[config.mk]
export PLATFORM = sky130hd
export DESIGN_NAME = rtc_shadow_core
export DESIGN_NICKNAME = d
export VERILOG_FILES = /design/src/rtl/rtc_shadow_core.sv
export SDC_FILE = /design/constraint.sdc
export NUM_CORES = 1
export LEC_CHECK = 0
export BUFFER_PORTS_ARGS = -buffer_cell sky130_fd_sc_hd__buf_2
export CORE_UTILIZATION = 45
export CTS_CLUSTER_SIZE = 10
export DETAILED_ROUTE_END_ITERATION = 8
export PLACE_DENSITY_LB_ADDON = 0.15
export SLEW_MARGIN = 25
export SYNTH_ARGS = -nofsm -noshare
export SYNTH_HDL_FRONTEND = slang
export SYNTH_SLANG_ARGS = --single-unit
[constraint.sdc]
create_clock -name clk -period 2.6 [get_ports clk]
set_input_delay 0.52 -clock clk [delete_from_list [all_inputs] [get_ports clk]]
set_output_delay 0.52 -clock clk [all_outputs]
set_load 0.02 [all_outputs]
[src/rtl/rtc_shadow_core.sv]
module rtc_shadow_core #(
  parameter int DIV = 32768
) (
  input  logic       clk,
  input  logic       rst_n,
  input  logic       osc_en,
  input  logic       bus_start,
  input  logic       bus_rnw,
  input  logic       wr_ack,
  input  logic [7:0] wr_data,
  input  logic       rd_ack,
  input  logic       rd_nack,
  output logic [7:0] rd_data,
  output logic       rd_valid
);
  localparam int PW = (DIV > 1) ? $clog2(DIV) : 1;
  localparam logic [6:0][7:0] RST_TIME = {8'h00, 8'h01, 8'h01, 8'h01, 8'h00, 8'h00, 8'h00};

  logic [PW-1:0]    pre_q;
  logic [6:0][7:0]  live_q, shad_q, tick_nx, live_d;
  logic [2:0]       ptr_q;
  logic             wr_open_q, wr_first_q, rd_valid_q;
  logic             c_sec, c_min, c_hr, c_date, c_mon;

  function automatic logic [7:0] bcd_inc(input logic [7:0] v, input logic [7:0] top,
                                         input logic [7:0] base);
    if (v == top) return base;
    if (v[3:0] == 4'd9) return {v[7:4] + 4'd1, 4'd0};
    return v + 8'd1;
  endfunction

  function automatic logic [7:0] month_len(input logic [7:0] mon, input logic [7:0] yr);
    logic [6:0] y;
    y = 7'(yr[7:4]) * 7'd10 + 7'(yr[3:0]);
    case (mon)
      8'h02:                      return (y[1:0] == 2'b00) ? 8'h29 : 8'h28;
      8'h04, 8'h06, 8'h09, 8'h11: return 8'h30;
      default:                    return 8'h31;
    endcase
  endfunction

  wire       tick    = osc_en && (pre_q == PW'(DIV - 1));
  wire       commit  = wr_ack && wr_open_q && !wr_first_q;
  wire [2:0] ptr_inc = (ptr_q == 3'd6) ? 3'd0 : ptr_q + 3'd1;

  assign rd_valid = rd_valid_q;
  assign rd_data  = rd_valid_q ? shad_q[ptr_q] : 8'h00;

  always_comb begin
    c_sec  = live_q[0] == 8'h59;
    c_min  = c_sec && (live_q[1] == 8'h59);
    c_hr   = c_min && (live_q[2] == 8'h23);
    c_date = c_hr && (live_q[4] == month_len(live_q[5], live_q[6]));
    c_mon  = c_date && (live_q[5] == 8'h12);
    tick_nx = live_q;
    if (tick) begin
      tick_nx[0] = bcd_inc(live_q[0], 8'h59, 8'h00);
      if (c_sec) tick_nx[1] = bcd_inc(live_q[1], 8'h59, 8'h00);
      if (c_min) tick_nx[2] = bcd_inc(live_q[2], 8'h23, 8'h00);
      if (c_hr) begin
        tick_nx[3] = bcd_inc(live_q[3], 8'h07, 8'h01);
        tick_nx[4] = bcd_inc(live_q[4], month_len(live_q[5], live_q[6]), 8'h01);
      end
      if (c_date) tick_nx[5] = bcd_inc(live_q[5], 8'h12, 8'h01);
      if (c_mon)  tick_nx[6] = bcd_inc(live_q[6], 8'h99, 8'h00);
    end
    live_d = tick_nx;
    if (commit) live_d[ptr_q] = wr_data;
  end

  always_ff @(posedge clk) begin
    if (!rst_n) begin
      pre_q      <= '0;
      live_q     <= RST_TIME;
      shad_q     <= RST_TIME;
      ptr_q      <= 3'd0;
      wr_open_q  <= 1'b0;
      wr_first_q <= 1'b0;
      rd_valid_q <= 1'b0;
    end else begin
      live_q <= live_d;
      if (commit && ptr_q == 3'd0) pre_q <= '0;
      else if (osc_en)             pre_q <= tick ? '0 : pre_q + PW'(1);
      if (bus_start) begin
        shad_q     <= live_q;
        wr_open_q  <= !bus_rnw;
        wr_first_q <= !bus_rnw;
        rd_valid_q <= bus_rnw;
      end else begin
        if (wr_ack && wr_open_q) begin
          if (wr_first_q) begin
            ptr_q      <= (wr_data < 8'd7) ? wr_data[2:0] : 3'd0;
            wr_first_q <= 1'b0;
          end else begin
            ptr_q <= ptr_inc;
          end
        end
        if ((rd_ack || rd_nack) && rd_valid_q) ptr_q <= ptr_inc;
        if (rd_nack) rd_valid_q <= 1'b0;
      end
    end
  end
endmodule

# --- Word level (Yosys, flattened, before mapping) ---
# Index checks and enable logic that the tools add are counted.
totals:
  inputBits: 16
  output_inout_bits: 9
  wordCells: 187
  reg_bits: 133
classes:
  mul: 1
  eq_ne: 22
  order_cmp: 3
  bitwise_logic: 2
  muxes: 102
  add_sub_neg: 17
  reduce_logical: 21
ops:
  columns: ["op", "n"]
  rows:
  - ["two-way mux 8 bit", 37]
  - ["two-way mux 56 bit", 2]
  - ["adder 8 x 1 -> 8 bit (second input constant)", 7]
  - ["bitwise mux 56 bit", 1]
  - ["two-way mux 1 bit", 52]
  - ["adder 4 x 1 -> 4 bit (second input constant)", 7]
  - ["equality test 4 bit (second input constant)", 7]
  - ["binary-select mux 8 bit (select 3 bit)", 1]
  - ["demux 8 bit (select 3 bit)", 1]
  - ["equality test 8 x 3 -> 1 bit (second input constant)", 3]
  - ["equality test 8 x 5 -> 1 bit (second input constant)", 2]
  - ["equality test 8 x 7 -> 1 bit (second input constant)", 2]
  - ["equality test 8 bit", 2]
  - ["two-way mux 16 bit", 1]
  - ["adder 15 x 1 -> 15 bit (second input constant)", 1]
  - ["equality test 15 bit (second input constant)", 1]
  - ["two-way mux 15 bit", 1]
  - ["two-way mux 3 bit", 5]
  - ["logical AND 1 bit", 10]
  - ["one-hot mux 5 bit (2 select lines)", 1]
  - ["equality test 8 x 2 -> 1 bit (second input constant)", 1]
  - ["equality test 8 x 4 -> 1 bit (second input constant)", 1]
  - ["equality test 8 x 6 -> 1 bit (second input constant)", 1]
  - ["equality test 8 bit (second input constant)", 1]
  - ["16 further kinds", 20]

# --- Longest topological paths before layout ---
logic_depth:
  depth_word: 20
  ltp_mapped: 10
  ltp_nobuf: 8

# --- Least setup slack after synthesis ---
# OpenSTA, ideal clock, no wires.
synth_timing:
  path_kind: "register -> register"
  from: "register live_q[44] in the netlist's numbering"
  to: "register live_q[51] in the netlist's numbering"
  required_time_ns: 2.526
  path_stages_with_launch: 10
  synth_period_minus_slack_ns: 2.603
  path_slack_ns: -0.003
  setup_ns: 0.074
  path_buffers: 1
  arrival_ns: 2.529
  path_cell_list: "dfxtp_1 > inv_1 > ha_1 > nor3b_1 > o2111a_1 > o311a_1 > or3_1 > clkbuf_1 > or4_1 > a31oi_1"
synth_via:
  elab_chain_len: 10
  elab_cells_between_ends: 15
  classes_between: "7 x eq/ne; 5 x mux; 3 x reduce/logical"
synth_lines:
  columns: ["element", "line", "text"]
  rows:
  - ["start: declaration", "20", "logic [6:0][7:0] live_q, shad_q, tick_nx, live_d;"]
  - ["start signal: assignment", "81", "live_q <= live_d;"]
  - ["equality test 8 x 3 -> 1 bit (tied with other cells)", "35", "case (mon)"]
  - ["OR reduction 4 bit", "35", null]
  - ["one-hot mux 5 bit (2 select lines)", "35", null]
  - ["equality test 8 bit", "53", "c_date = c_hr && (live_q[4] == month_len(live_q[5], live_q[6]));"]
  - ["logical AND 1 bit", "53", null]
  - ["logical AND 1 bit (*)", "54", "c_mon = c_date && (live_q[5] == 8'h12);"]
  - ["two-way mux 8 bit (*)", "65", "if (c_mon) tick_nx[6] = bcd_inc(live_q[6], 8'h99, 8'h00);"]
  - ["two-way mux 56 bit (*)", "56", "if (tick) begin"]
  - ["bitwise mux 56 bit", "68", "if (commit) live_d[ptr_q] = wr_data;"]
  - ["two-way mux 56 bit (*)", "68", null]
# Every way passes the cells marked *; elsewhere a longest branch is shown, timed or not.
# A chain may end at the register's enable or synchronous reset.

# --- Worst setup path in the final report ---
layout_timing:
  from: "register ptr_q[0]"
  to: "output port rd_data[1]"
layout_via:
  elab_chain_len: 3
layout_lines:
  columns: ["element", "line", "text"]
  rows:
  - ["start: declaration", "21", "logic [2:0] ptr_q;"]
  - ["start signal: assignment", "92", "ptr_q <= (wr_data < 8'd7) ? wr_data[2:0] : 3'd0;"]
  - ["start signal: assignment", "95", "ptr_q <= ptr_inc;"]
  - ["start signal: assignment", "98", "if ((rd_ack || rd_nack) && rd_valid_q) ptr_q <= ptr_inc;"]
  - ["binary-select mux 8 bit (select 3 bit)", "47", "assign rd_data = rd_valid_q ? shad_q[ptr_q] : 8'h00;"]
  - ["two-way mux 8 bit (implied by the code)", "47", null]
  - ["two-way mux 8 bit", "47", null]
  - ["end: declaration", "13", "output logic [7:0] rd_data,"]
# Every way passes these cells. The select of a mux whose other input is x is not followed.

==> summary.txt <==
Run status
  – Status: complete, no violations

Hold path
  – Hold Crit Class: in -> reg

Final layout
  – Fillers: 1567
  – Footprint of the multi-input gates: approximately 4800 um^2
  – Non-Filler Instances: between 1000 and 1500
  – Seq. cell area: ~2700 um^2
  – Net total in the final layout: roughly 1000
  – # diodes: 0
  – Synth-to-Final Area Change: 20.8%
  – Commonest non-fill, non-tap cells in the layout: dfxtp_1, nor2_1, buf_4
  – Final core occ: ~56%
  – Commonest non-fill, non-tap cell in the layout: dfxtp_1
  – Layout cells sized above 1: approximately a fifth

Critical path
  – WP data required: 2.08 ns
  – Critical path startpoint category: register
  – CP Max Fanout: 9
  – Critical path, cell by cell: buf_6 > mux4_2 > o211a_1 > buf_2
  – Critical path class: reg -> out
  – WP data arrival: ~2.0 ns
  – Critical path endpoint category: output port
  – CP max stage delay: about 0.52 ns
  – Slowest cell on the critical path: mux4_2

Global routing
  – Vias in the first global route: approximately 6600
  – GRT Residual Overflow: 0
  – Initial antenna violation count: 1
  – Gr usage total: 27.6%
  – First-pass GRT wire length: ~37000 um
  – Largest net degree at the start of global routing: 47

Clock tree
  – Root buffer cell: clkbuf_16
  – CTS tree: done
  – Num CTS Buffers: 17
  – Clk slew on worst S/H paths: 0.06 ns
  – Clk buf depth: 2
  – Hold_buf cts: 0
  – Sinks on Clock Net: between 100 and 150
  – CTS H-tree lvls: 4
  – Worst skew pair latency: 0.43 ns

Die
  – Core Area: between 15000 and 20000 um^2
  – # IOs: 25
  – Rows: 47
  – Die height: 133 um
  – Die width: ~130 um
  – Area of the die: 17600 um^2
  – Initial Util: about 46%

Synthesis
  – Synthesized area per cell: approximately 8.4 um^2
  – EDFF count, synth: 0
  – Asr flop ratio synth: 0%
  – Cells after Synth: just over 900
  – Dominant synthesized flop cell: dfxtp_1
  – Synth top area share: between 30% and 40%
  – Syn nets: roughly 960
  – Sequential fraction of the synthesis area: between 30% and 40%
  – Synth area leader: dfxtp_1
  – Yosys cell types: between 60 and 70
  – Flops & latches, synth: 133
  – Main area contributors after synthesis: dfxtp_1, mux2i_1, nor2_1, ha_1, nand2_1
  – Post-Syn Area: 7700 um^2
  – Syn. warnings: 0

Route
  – Routed wire per std cell: 19.2 um
  – Post-DRT Antenna Nets: 0
  – Drt total wl: about 24000 um
  – DR DRC count: 0
  – Vias after detailed routing: approximately 7300
  – DR pass1 iterations: 5
  – 1st-iter DRT viols: 593
  – Via density: around 5.9

STA
  – Tmin final: ~2.5 ns
  – Worst Clk Skew: a little over 0.009 ns
  – Worst-Margin Slew: around 0.72 ns
  – Rel. slew slack: about half
  – Post-route setup slack: approximately 0.079 ns
  – Max Slew Vio Count: 0
  – Fin. Hold Viols: 0
  – FMAX: a little under 400 MHz
  – Post-route clock period utilization: between 90% and 100%
  – Endpoints failing setup: 0
  – Post-Route Setup TNS: 0 ns

Placement
  – PortBufs: 24
  – Cell count after placement: 1200
  – DP Wirelength: about 17000 um
  – GPL Wtd Cong: between 0.9 and 1
  – Pre-CTS setup slack: -0.0504 ns

Pwr
  – VDD IR max: 0.437 mV
  – Pwr dens: around 530 nW/um^2
  – Lkg Pwr: between 0.003 and 0.004 uW

Run
  – Number of max-cap violations: 0
-- state kept, by name, summed over array words and instances, names as in the netlist --
| name | cells |
|---|---|
| live_q | 56 |
| ptr_q | 3 |
| rd_valid | 1 |
| shad_q | 56 |
| wr_open_q | 1 |
| pre_q | 15 |
| wr_first_q | 1 |
-- area by class of cell --
type	count	area share [%]
clock buffer	17	4.57
clock inverter	15	2.06
inverter	23	0.928
multi-input combinational	702	51.1
sequential	133	28.6
tap	220	2.96
timing repair buffer	126	9.76
-- worst paths after layout --
kind | from | end | slack, ns | cells past startpoint
max | ptr_q[0] | rd_data[1] | 0.08 | 4
min | bus_rnw | rd_valid | 0.37 | 3
max reg2reg | live_q[18] | live_q[54] | 0.09 | 8
min reg2reg | pre_q[14] | pre_q[14] | 0.48 | 2
-- worst max-delay path: cells and delay by family, from the launching register on --
family,cells,cell delay [ns]
buffers and inverters,2,0.37
AO/OA/AOI/OAI,1,0.24
multiplexers,1,0.52
flip-flops,1,0.44
-- cells by family (layout without fill, tap and decap cells) --
family	after synthesis	count (layout)	share of synthesized area, %
flops	133	133	34.6
simple gates	384	384	26.1
compound gates	189	189	16.4
buf+inv	86	181	4.35
xor+xnor	21	21	2.39
fa+ha+maj	27	27	4.39
mux	81	81	11.8
-- through the flow --
step	cell area, um^2	hold WS, ns	power (uW)
3_5_place_dp	8600	0.466	2460
2_1_floorplan	7700	0.436	2330
5_1_grt	9300	0.378	5120
6_report	9300	0.368	4970
4_1_cts	9220	0.360	5000
3_3_place_gp	8600	0.459	2460
-- where the power goes --
group / total (uW) / internal [uW] / switching (uW)
clock network: 2550 / 1530 / 1010
logic: 340 / 129 / 211
registers: 2090 / 2060 / 22.6
-- cells in the mapped netlist, drive strengths merged, types with 10 or more instances --
cell type / count
or3: 12
o211ai: 14
nor2b: 10
a21oi: 32
buf: 18
and3: 11
dfxtp: 133
nand3: 31
a211oi: 11
nor3: 22
nor4: 13
ha: 27
nand2: 76
o31ai: 11
nor2: 122
o21ai: 47
xor2: 13
clkbuf: 45
nand4: 18
mux2i: 72
o211a: 11
inv: 23
or4: 10
a31oi: 24
-- what timing repair did --
item | in CTS | in global routing
pin swaps | 0 | 3
resized for setup | 1 | 12
buffers inserted | 0 | 4
endpoints found under the setup margin | 5 | 23
-- routing by layer --
layer | wire length (um) | GRT usage (%) | share of wire, %
met1 | 11500 | 40.0 | 48
met2 | 10300 | 40.6 | 43
met3 | 1570 | 6.28 | 6.6
met4 | 403 | 7.47 | 1.7
met5 | 12 | 0 | 0.051
No activity file was read; power rests on OpenSTA's default activity.
